<file path="src/rtl/fbu_pkg.sv">
package fbu_pkg;

  typedef enum logic [2:0] {
    CYC_IDLE     = 3'd0,
    CYC_FETCH    = 3'd1,
    CYC_INTERNAL = 3'd2,
    CYC_VECTOR   = 3'd3,
    CYC_STACK    = 3'd4
  } cyc_e;

  typedef enum logic [2:0] {
    ST_RUN,
    ST_ARMED,
    ST_TRAIL,
    ST_INT,
    ST_VEC,
    ST_PUSH_HI,
    ST_PUSH_LO,
    ST_RESUME
  } seq_st_e;

endpackage

</file>
<file path="src/rtl/fbu_cfg.sv">
module fbu_cfg #(
  parameter int AW = 16
) (
  input  logic          clk,
  input  logic          rst_n,
  input  logic          we,
  input  logic          sel,
  input  logic [AW-1:0] wdata,
  output logic [AW-1:0] brk_addr,
  output logic          brk_en
);

  always_ff @(posedge clk or negedge rst_n) begin
    if (!rst_n) begin
      brk_addr <= '0;
      brk_en   <= 1'b0;
    end else if (we) begin
      if (sel) brk_en   <= wdata[0];
      else     brk_addr <= wdata;
    end
  end

endmodule

</file>
<file path="src/rtl/fbu_match.sv">
module fbu_match #(
  parameter int AW = 16
) (
  input  logic          clk,
  input  logic          rst_n,
  input  logic          fetch_vld,
  input  logic [AW-1:0] fetch_addr,
  input  logic [AW-1:0] brk_addr,
  input  logic          brk_en,
  input  logic          run,
  output logic          hit,
  output logic          brk_req
);

  // a hit only counts while no break is pending or being serviced
  assign hit = run && brk_en && fetch_vld && (fetch_addr == brk_addr);

  always_ff @(posedge clk or negedge rst_n) begin
    if (!rst_n) brk_req <= 1'b0;
    else        brk_req <= hit;
  end

endmodule

</file>
<file path="src/rtl/fbu_seq.sv">
module fbu_seq
  import fbu_pkg::*;
#(
  parameter int          AW         = 16,
  parameter int          INT_CYCLES = 2,
  parameter logic [15:0] VEC_ADDR   = 16'h0036
) (
  input  logic          clk,
  input  logic          rst_n,
  input  logic          hit,
  input  logic          fetch_vld,
  input  logic [AW-1:0] fetch_addr,
  input  logic          insn_done,
  input  logic          insn_long,
  input  logic [AW-1:0] sp_in,
  output logic          run,
  output logic [2:0]    nxt_type,
  output logic [AW-1:0] nxt_addr,
  output logic [AW-1:0] ret_addr
);

  localparam int          CW      = $clog2(INT_CYCLES > 1 ? INT_CYCLES : 2);
  localparam logic [AW-1:0] SHORT_B = AW'(2);
  localparam logic [AW-1:0] LONG_B  = AW'(4);
  localparam logic [AW-1:0] VEC_A   = AW'(VEC_ADDR);

  seq_st_e       st_q;
  logic [AW-1:0] pc_q;
  logic [AW-1:0] sp_q;
  logic [AW-1:0] ret_q;
  logic [CW-1:0] cnt_q;
  logic [AW-1:0] ilen;
  logic          go;

  assign run  = (st_q == ST_RUN);
  assign ilen = insn_long ? LONG_B : SHORT_B;
  assign go   = insn_done && ((st_q == ST_TRAIL) || (st_q == ST_ARMED && insn_long));

  always_comb begin
    nxt_type = 3'(CYC_IDLE);
    nxt_addr = '0;
    unique case (st_q)
      ST_RUN, ST_ARMED, ST_TRAIL: begin
        if (go) begin
          nxt_type = 3'(CYC_INTERNAL);
        end else if (fetch_vld) begin
          nxt_type = 3'(CYC_FETCH);
          nxt_addr = fetch_addr;
        end
      end
      ST_INT:     nxt_type = 3'(CYC_INTERNAL);
      ST_VEC: begin
        nxt_type = 3'(CYC_VECTOR);
        nxt_addr = VEC_A;
      end
      ST_PUSH_HI: begin
        nxt_type = 3'(CYC_STACK);
        nxt_addr = sp_q - SHORT_B;
      end
      ST_PUSH_LO: begin
        nxt_type = 3'(CYC_STACK);
        nxt_addr = sp_q - LONG_B;
      end
      ST_RESUME: begin
        nxt_type = 3'(CYC_FETCH);
        nxt_addr = ret_q;
      end
      default: ;
    endcase
  end

  always_ff @(posedge clk or negedge rst_n) begin
    if (!rst_n) begin
      st_q  <= ST_RUN;
      pc_q  <= '0;
      sp_q  <= '0;
      ret_q <= '0;
      cnt_q <= '0;
    end else begin
      unique case (st_q)
        ST_RUN: begin
          if (hit) begin
            pc_q <= fetch_addr;
            st_q <= ST_ARMED;
          end
        end
        ST_ARMED: begin
          if (insn_done) ret_q <= pc_q + ilen;
          if (insn_done && !insn_long) st_q <= ST_TRAIL;
        end
        ST_TRAIL: begin
          if (insn_done) ret_q <= ret_q + ilen;
        end
        ST_INT: begin
          if (cnt_q == '0) st_q  <= ST_VEC;
          else             cnt_q <= cnt_q - 1'b1;
        end
        ST_VEC:     st_q <= ST_PUSH_HI;
        ST_PUSH_HI: st_q <= ST_PUSH_LO;
        ST_PUSH_LO: st_q <= ST_RESUME;
        ST_RESUME:  st_q <= ST_RUN;
        default:    st_q <= ST_RUN;
      endcase
      if (go) begin
        sp_q <= sp_in;
        if (INT_CYCLES > 1) begin
          st_q  <= ST_INT;
          cnt_q <= CW'(INT_CYCLES - 2);
        end else begin
          st_q  <= ST_VEC;
        end
      end
    end
  end

  assign ret_addr = ret_q;

endmodule

</file>
<file path="src/rtl/fbu_rec.sv">
module fbu_rec #(
  parameter int AW = 16
) (
  input  logic          clk,
  input  logic          rst_n,
  input  logic [2:0]    nxt_type,
  input  logic [AW-1:0] nxt_addr,
  output logic [2:0]    cyc_type,
  output logic [AW-1:0] cyc_addr
);

  always_ff @(posedge clk or negedge rst_n) begin
    if (!rst_n) begin
      cyc_type <= '0;
      cyc_addr <= '0;
    end else begin
      cyc_type <= nxt_type;
      cyc_addr <= nxt_addr;
    end
  end

endmodule

</file>
<file path="src/rtl/fetch_break_unit.sv">
module fetch_break_unit #(
  parameter int          AW         = 16,
  parameter int          INT_CYCLES = 2,
  parameter logic [15:0] VEC_ADDR   = 16'h0036
) (
  input  logic          clk,
  input  logic          rst_n,
  input  logic          cfg_we,
  input  logic          cfg_sel,
  input  logic [AW-1:0] cfg_wdata,
  input  logic          fetch_vld,
  input  logic [AW-1:0] fetch_addr,
  input  logic          insn_done,
  input  logic          insn_long,
  input  logic [AW-1:0] sp_in,
  output logic          brk_req,
  output logic [2:0]    cyc_type,
  output logic [AW-1:0] cyc_addr,
  output logic [AW-1:0] ret_addr
);

  logic [AW-1:0] brk_addr_q;
  logic          brk_en_q;
  logic          seq_run;
  logic          hit;
  logic [2:0]    nxt_type;
  logic [AW-1:0] nxt_addr;

  fbu_cfg #(.AW(AW)) u_cfg (
    .clk(clk), .rst_n(rst_n), .we(cfg_we), .sel(cfg_sel), .wdata(cfg_wdata),
    .brk_addr(brk_addr_q), .brk_en(brk_en_q)
  );

  fbu_match #(.AW(AW)) u_match (
    .clk(clk), .rst_n(rst_n), .fetch_vld(fetch_vld), .fetch_addr(fetch_addr),
    .brk_addr(brk_addr_q), .brk_en(brk_en_q), .run(seq_run),
    .hit(hit), .brk_req(brk_req)
  );

  fbu_seq #(.AW(AW), .INT_CYCLES(INT_CYCLES), .VEC_ADDR(VEC_ADDR)) u_seq (
    .clk(clk), .rst_n(rst_n), .hit(hit), .fetch_vld(fetch_vld),
    .fetch_addr(fetch_addr), .insn_done(insn_done), .insn_long(insn_long),
    .sp_in(sp_in), .run(seq_run), .nxt_type(nxt_type), .nxt_addr(nxt_addr),
    .ret_addr(ret_addr)
  );

  fbu_rec #(.AW(AW)) u_rec (
    .clk(clk), .rst_n(rst_n), .nxt_type(nxt_type), .nxt_addr(nxt_addr),
    .cyc_type(cyc_type), .cyc_addr(cyc_addr)
  );

endmodule

</file>
<file path="config.mk">
export PLATFORM = sky130hd
export DESIGN_NAME = fetch_break_unit
export DESIGN_NICKNAME = d
export VERILOG_FILES = /design/src/rtl/fbu_pkg.sv /design/src/rtl/fbu_cfg.sv /design/src/rtl/fbu_match.sv /design/src/rtl/fbu_seq.sv /design/src/rtl/fbu_rec.sv /design/src/rtl/fetch_break_unit.sv
export SDC_FILE = /design/constraint.sdc
export NUM_CORES = 1
export LEC_CHECK = 0
export ABC_AREA = 1
export BUFFER_PORTS_ARGS = -buffer_cell sky130_fd_sc_hd__buf_2
export CAP_MARGIN = 40
export CELL_PAD_IN_SITES_DETAIL_PLACEMENT = 0
export CELL_PAD_IN_SITES_GLOBAL_PLACEMENT = 1
export CORE_ASPECT_RATIO = 1.1
export CORE_UTILIZATION = 44
export DETAILED_ROUTE_END_ITERATION = 12
export GPL_TIMING_DRIVEN = 1
export PLACE_DENSITY = 0.87
export SLEW_MARGIN = 20
export SYNTH_ARGS = -nofsm -noshare
export SYNTH_HDL_FRONTEND = slang
export SYNTH_SLANG_ARGS = --single-unit
</file>
<file path="constraint.sdc">
create_clock -name clk -period 5 [get_ports clk]
set_input_delay 0.25 -clock clk [delete_from_list [all_inputs] [get_ports clk]]
set_output_delay 0.25 -clock clk [all_outputs]
set_load 0.05 [all_outputs]
</file>
==> flow_metrics.env, run 1 <==
export IMPL_status="completed"
export IMPL_wirelength_um=15080
export IMPL_num_io_pins=91
export IMPL_n_antenna_cell=0
export IMPL_finalSetupTns_ps=0
export IMPL_max_stage_delay_ps=450
export IMPL_synth_compound_area_share_pct=11.88
export IMPL_htree_levels=3
export IMPL_wl_per_cell_um=16.39
export IMPL_grt_pass1_wl_um=24230
export IMPL_setup_slack_ps=2529
export IMPL_drive_above_1_share_pct=18.89
export IMPL_synth_ff_type="dfrtp_1"
export IMPL_synth_cell_type_count=39
export IMPL_hpwl_um=11850
export IMPL_slew_violations=0
export IMPL_core_area_um2=11060
export IMPL_critPathKind="register to register"
export IMPL_cts_root_buffer="clkbuf_16"
export IMPL_powerDensity_nw_per_um2=531.1
export IMPL_synth_top_family_by_area="simple AND/OR/NAND/NOR gates"
export IMPL_final_hold_viol_count=0
export IMPL_arrival_ps=2700
export IMPL_worstMarginPinSlew_ps=678.7
export IMPL_worstPathCellList="nor2_4 -> nand2_4 -> nand2_1 -> o21ai_0 -> ha_1 -> fa_1 -> nand3_4 -> inv_1 -> nand2_1 -> nand3_1 -> nand3_1 -> nand2_1"
export IMPL_layoutNonFillerInstCount=920
export IMPL_cts_made_buffers=9
export IMPL_initial_utilization_pct=45.81
export IMPL_ir_drop_v=0.0002705
export IMPL_syn_nets=741
export IMPL_die_h_um=114.6
export IMPL_synthAdderAreaFrac_pct=1.630
export IMPL_vias=4786
export IMPL_synth_top_cell_area_share_pct=43.46
export IMPL_fin_crit_sh_pct=49.41
export IMPL_synthSimpleGateAreaFrac_pct=32.52
export IMPL_synthXorXnorAreaFrac_pct=0.6914
export IMPL_dr_pass1_iters=5
export IMPL_antenna_found_initial=0
export IMPL_row_count=40
export IMPL_area_growth_pct=17.28
export IMPL_fill_cells=1093
export IMPL_ys_warn_count=0
export IMPL_p_leak_uw=0.003103
export IMPL_place_inst=902
export IMPL_critPathLaunchType="register"
export IMPL_io_buffer_count=90
export IMPL_ys_seq_elements=88
export IMPL_synth_edf_count=0
export IMPL_synthArstFlopShare_pct=100.0
export IMPL_yosys_top_cells_count="186 x nand2_1, 92 x inv_1, 88 x dfrtp_1"
export IMPL_max_freq_mhz=404.8
export IMPL_synth_area_leader_cell="dfrtp_1"
export IMPL_finalClockSkew_ps=6.960
export IMPL_yosysMostFrequentCell="nand2_1"
export IMPL_nNetsFinal=829
export IMPL_setup_viol=0
export IMPL_clk_pin_slew_worst_paths_ps=60
export IMPL_grt_ovfl_total=0
export IMPL_synthMuxAreaShare_pct=0.4444
export IMPL_max_cap_violations=0
export IMPL_critPathSlowestCell="fa_1"
export IMPL_synthTopCellsByArea="dfrtp_1 43%, nand2_1 14%, inv_1 6.8%"
export IMPL_hold_path_class="primary input to register"
export IMPL_syn_inst=680
export IMPL_grt_max_degree=48
export IMPL_grt_usage_pct=26.74
export IMPL_place_ws_ps=2548
export IMPL_antenna_left=0
export IMPL_viasPerCell=5.202
export IMPL_syn_area_um2=5067
export IMPL_clockBufferDepth=2
export IMPL_gp_congestion=0.9513
export IMPL_worst_ep_required_time_ps=5230
export IMPL_yosysSeqAreaShare_pct=43.46
export IMPL_period_needed_ps=2471
export IMPL_cts_resized=0
export IMPL_cts_tree="built"
export IMPL_cts_sinks=88
export IMPL_syn_avg_cell_area_um2=7.452
export IMPL_die_area_um2=11950
export IMPL_drc=0
export IMPL_grt_setup_unrepaired="false"
export IMPL_grt_pass1_vias=4687
export IMPL_insertion_delay_ps=340
export IMPL_die_w_um=104.3
export IMPL_worstPathMaxFanout=20
export IMPL_crit_path_end_kind="register"
export IMPL_first_iter_violations=335
export IMPL_crit_top_cell="nand2_1"
export IMPL_whs_ps=108.2
export IMPL_max_slew_margin_pct=54.63
## timing repair
| action | 4_1_cts | 5_1_grt |
|---|---|---|
| setup buffers | 0 | 0 |
| hold buffers | 1 | 0 |
| endpoints found under the hold margin | 41 | 0 |
| endpoints found under the setup margin | 0 | 0 |
## per-layer routing
metal	GRT usage, %	vias up	part of all wire [%]
met4	11.52	0	2.9
met1	34.80	2264	44
met5	0	-	0
met3	4.382	26	4.4
li1	-	2360	-
met2	44.15	136	49
## logic make-up after synthesis
logic type / after synthesis
flops: 88
xor+xnor: 4
compound gates: 106
fa+ha+maj: 6
mux: 2
buf+inv: 111
simple gates: 363
## final timing paths
| path | startpoint | to | slack [ps] | cells past startpoint |
|---|---|---|---|---|
| hold reg to reg | u_cfg.brk_addr[0] | u_cfg.brk_addr[0] | 500 | 2 |
| setup / recovery | u_seq.st_q[0] | u_seq.ret_addr[9] | 2530 | 12 |
| min in group asynchronous | rst_n | u_seq.ret_addr[14] | 440 | 2 |
| setup reg to reg | u_seq.st_q[0] | u_seq.ret_addr[9] | 2530 | 12 |
| hold / removal | sp_in[14] | u_seq.sp_q[14] | 110 | 3 |
| max in group asynchronous | rst_n | u_cfg.brk_addr[1] | 3540 | 3 |
## cells in the final DEF (no fill, tap or decap), types with 2 or more instances in the layout
master and instances:
buf_2 89, o21ai_1 2, nand2_4 5, mux2_2 2, buf_4 4, nand3_1 63, nand2_2 13, a221oi_1 2
a21oi_1 32, o22ai_1 2, a31oi_1 2, nor2_4 5, nor3_1 3, nand3_4 2, ha_1 5, a21o_1 2
nand4_1 13, buf_8 2, clkinvlp_4 2, nor2_1 66, inv_1 92, clkbuf_16 9, o2111ai_1 7, a22oi_1 3
nor2_2 4, nand2_1 186, xor2_1 2, xnor2_1 2, dfrtp_1 88, o21ai_0 50
## flip-flops by register name, indices dropped and copies added (netlist names)
signal / flops
u_cfg.brk_addr: 16
u_cfg.brk_en: 1
u_match.brk_req: 1
u_rec.cyc_addr: 16
u_rec.cyc_type: 3
u_seq.pc_q: 16
u_seq.ret_addr: 16
u_seq.sp_q: 16
u_seq.st_q: 3
## critical path: cells and delay by family (launching register included)
kind / cells / cell delay, ps
buffers and inverters: 1 / 100
DFF: 1 / 440
adders and majority gates: 2 / 680
AOI/OAI and AO/OA: 1 / 90
and+or+nand+nor: 8 / 1050
## report_power, final
group	internal, uW	switching [uW]
Sequential	904	195
Combinational	361	1000
Clock	403	293
Total	1670	1490
## area by class of cell
cell class	instances	area (um^2)	share of cell area (%)
clock inverters	6	67.56	1.137
flip-flops and latches	88	2202	37.05
inverters	92	345.3	5.811
repair buffers	96	515.5	8.674
multi-input cells	481	2390	40.21
well taps	147	183.9	3.095
clock buffers	10	239.0	4.021
## stage by stage
stage	power, uW	cell area, um^2	util, %
after floorplan	2079	5067	-
after global placement	2430	5589	50.53
after detailed placement	2449	5612	50.74
after CTS	3157	5928	53.60
after global routing	3356	5943	53.73
final	3157	5943	53.73
(Power assumes the default switching activity.)
==> run 2: changes to the inputs <==
Settings changed: ABC_AREA 1 to 0, CORE_UTILIZATION 44 to 43, PLACE_DENSITY 0.87 to 0.81.
Clock period 5 ns to 2.3 ns, I/O delays scaled along.
==> flow_metrics.env, run 2 <==
export IMPL_status="finished with violations"
export IMPL_violations="negative setup slack"
export IMPL_crit_top_cell="nand2_2"
export IMPL_synthAdderAreaFrac_pct=1.637
export IMPL_first_iter_violations=306
export IMPL_num_io_pins=91
export IMPL_die_w_um=105.3
export IMPL_vias=4732
export IMPL_insertion_delay_ps=340
export IMPL_synthMuxAreaShare_pct=12.95
export IMPL_max_cap_violations=0
export IMPL_cpLargestDelayFamily="simple AND/OR/NAND/NOR gates"
export IMPL_rr_worst_depth=10
export IMPL_worstPathMaxFanout=3
export IMPL_syn_inst=511
export IMPL_clockBufferDepth=2
export IMPL_dr_pass1_iters=5
export IMPL_final_util_pct=58.14
export IMPL_htree_levels=3
export IMPL_synthArstFlopShare_pct=100.0
export IMPL_r2r_setup_slack_ps=-220
export IMPL_fill_cells=990
export IMPL_clk_pin_slew_worst_paths_ps=70
export IMPL_antenna_found_initial=0
export IMPL_final_hold_viol_count=0
export IMPL_synth_cell_type_count=63
export IMPL_worst_ep_required_time_ps=2520
export IMPL_grt_setup_unrepaired="true"
export IMPL_yosys_top_cells_count="88 x dfrtp_1, 52 x nand2_1, 44 x mux2_2"
export IMPL_synth_edf_count=0
export IMPL_ir_drop_v=0.0007197
export IMPL_synth_top_family_by_area="simple AND/OR/NAND/NOR gates"
export IMPL_hold_path_cell_count=2
export IMPL_nNetsFinal=704
export IMPL_critPathLaunchType="register"
export IMPL_worstMarginPinSlew_ps=471.7
export IMPL_syn_avg_cell_area_um2=9.872
export IMPL_wirelength_um=15300
export IMPL_grt_pass1_vias=4546
export IMPL_max_freq_mhz=396.8
export IMPL_whs_endpoint="u_seq.sp_q[5]"
export IMPL_max_stage_delay_ps=450
export IMPL_setup_viol=4
export IMPL_row_count=41
export IMPL_grt_max_degree=57
export IMPL_hp_start="sp_in[5]"
export IMPL_cts_made_buffers=9
export IMPL_antenna_left=0
export IMPL_finalClockSkew_ps=9.722
export IMPL_synth_ff_type="dfrtp_1"
export IMPL_yosysMostFrequentCell="dfrtp_1"
export IMPL_yosysSeqAreaShare_pct=43.65
export IMPL_cts_sinks=88
export IMPL_synthTopCellsByArea="dfrtp_1 44%, mux2_2 9.8%, nand2_1 3.9%"
export IMPL_syn_nets=572
export IMPL_area_growth_pct=31.85
export IMPL_setup_slack_ps=-220.1
export IMPL_viasPerCell=5.937
export IMPL_layout_common_cells="89 x buf_2, 88 x dfrtp_1, 46 x nand2_1"
export IMPL_critPathKind="register to register"
export IMPL_initial_utilization_pct=44.10
export IMPL_grt_ovfl_total=0
export IMPL_powerDensity_nw_per_um2=1238
export IMPL_core_area_um2=11440
export IMPL_syn_area_um2=5045
export IMPL_max_slew_margin_pct=68.26
export IMPL_ys_warn_count=0
export IMPL_synthSimpleGateAreaFrac_pct=17.24
export IMPL_layout_commonest_cell="buf_2"
export IMPL_wl_per_cell_um=19.19
export IMPL_slew_violations=0
export IMPL_synth_area_leader_cell="dfrtp_1"
export IMPL_synth_top_cell_area_share_pct=43.65
export IMPL_synthXorXnorAreaFrac_pct=5.035
export IMPL_drive_above_1_share_pct=35.86
export IMPL_drc=0
export IMPL_worstPathCellList="nor3b_4 -> nand2_1 -> nand2_2 -> ha_4 -> fa_2 -> nand2_2 -> or4_4 -> a221oi_4 -> mux2i_1 -> a22oi_1"
export IMPL_hold_path_class="primary input to register"
export IMPL_die_h_um=115.6
export IMPL_grt_pass1_wl_um=24010
export IMPL_hpwl_um=11110
export IMPL_worst_path_buf_inv=0
export IMPL_critPathSlowestCell="or4_4"
export IMPL_die_area_um2=12170
export IMPL_cts_tree="built"
export IMPL_fin_crit_sh_pct=109.6
export IMPL_ys_seq_elements=88
export IMPL_io_buffer_count=90
export IMPL_r2r_end="u_seq.ret_addr[15]"
export IMPL_gp_congestion=0.9275
export IMPL_synth_compound_area_share_pct=16.17
export IMPL_p_leak_uw=0.003016
export IMPL_finalSetupTns_ps=-512.1
export IMPL_cts_root_buffer="clkbuf_16"
export IMPL_grt_usage_pct=25.74
export IMPL_period_needed_ps=2520
export IMPL_n_antenna_cell=0
export IMPL_crit_path_end_kind="register"
export IMPL_arrival_ps=2740
export IMPL_r2r_start="u_seq.st_q[2]"
[run 2: per-layer routing]
metal	vias up	routed length, um	global-route usage [%]
li1	2159	-	-
met1	2358	6454	33.97
met2	187	7522	42.46
met3	28	928	4.274
met4	0	391	10.42
met5	-	0	0
[run 2: logic make-up after synthesis]
| family | after synthesis |
|---|---|
| AO/OA/AOI/OAI | 123 |
| AND/OR/NAND/NOR | 166 |
| multiplexers | 59 |
| adder cells (fa/ha/maj) | 6 |
| XOR/XNOR | 29 |
| buffers and inverters | 40 |
| flip-flops | 88 |
[run 2: worst max-delay path by stage]
| stage | slack, ps | end | cells past startpoint | start |
|---|---|---|---|---|
| after global routing | -290 | u_seq.ret_addr[15] | 10 | u_seq.st_q[2] |
| final | -220 | u_seq.ret_addr[15] | 10 | u_seq.st_q[2] |
| after floorplan | -550 | u_seq.ret_addr[15] | 13 | u_seq.st_q[0] |
| after detailed placement | -220 | u_seq.ret_addr[15] | 10 | u_seq.st_q[2] |
| after CTS | -180 | u_seq.ret_addr[15] | 10 | u_seq.st_q[2] |
| after global placement | -180 | u_seq.ret_addr[15] | 10 | u_seq.st_q[2] |
[run 2: area by class of cell]
type                    count  area (um^2)  share of cell area, %
flip-flops and latches     88         2202                  33.11
clock inverters             6        92.59                  1.392
multi-input cells         383         2894                  43.51
inverters                  12        45.04                 0.6772
well taps                 150        187.7                  2.822
repair buffers            149         1005                  15.11
clock buffers               9        225.2                  3.386
[run 2: through the flow]
stage | worst slack, ps | power, uW | std cells | instance area (um^2) | hold WS [ps]
final | -220.1 | 8237 | 797 | 6651 | 9.877
after global routing | -289.6 | 8686 | 797 | 6651 | 5.048
after CTS | -175.8 | 8152 | 795 | 6514 | 1.328
after detailed placement | -223.1 | 6491 | 766 | 6007 | 92.94
after global placement | -182.9 | 6408 | 766 | 6007 | 83.43
after floorplan | -552.2 | 5233 | 511 | 5149 | -180.6
[run 2: report_power, final]
| part | internal [uW] | total (uW) | leakage [uW] | switching (uW) |
|---|---|---|---|---|
| combinational | 1480 | 4060 | 0.00176 | 2580 |
| sequential | 2020 | 2590 | 0.00111 | 562 |
| clock | 954 | 1590 | 0.000149 | 637 |
| total | 4460 | 8240 | 0.00302 | 3780 |
[run 2: timing repair]
action	4_1_cts	5_1_grt
hold endpoints to repair	44	1
hold buffers	13	1
pin swaps	8	13
buffers inserted	1	2
gates resized for setup	8	24
setup endpoints to repair	8	12
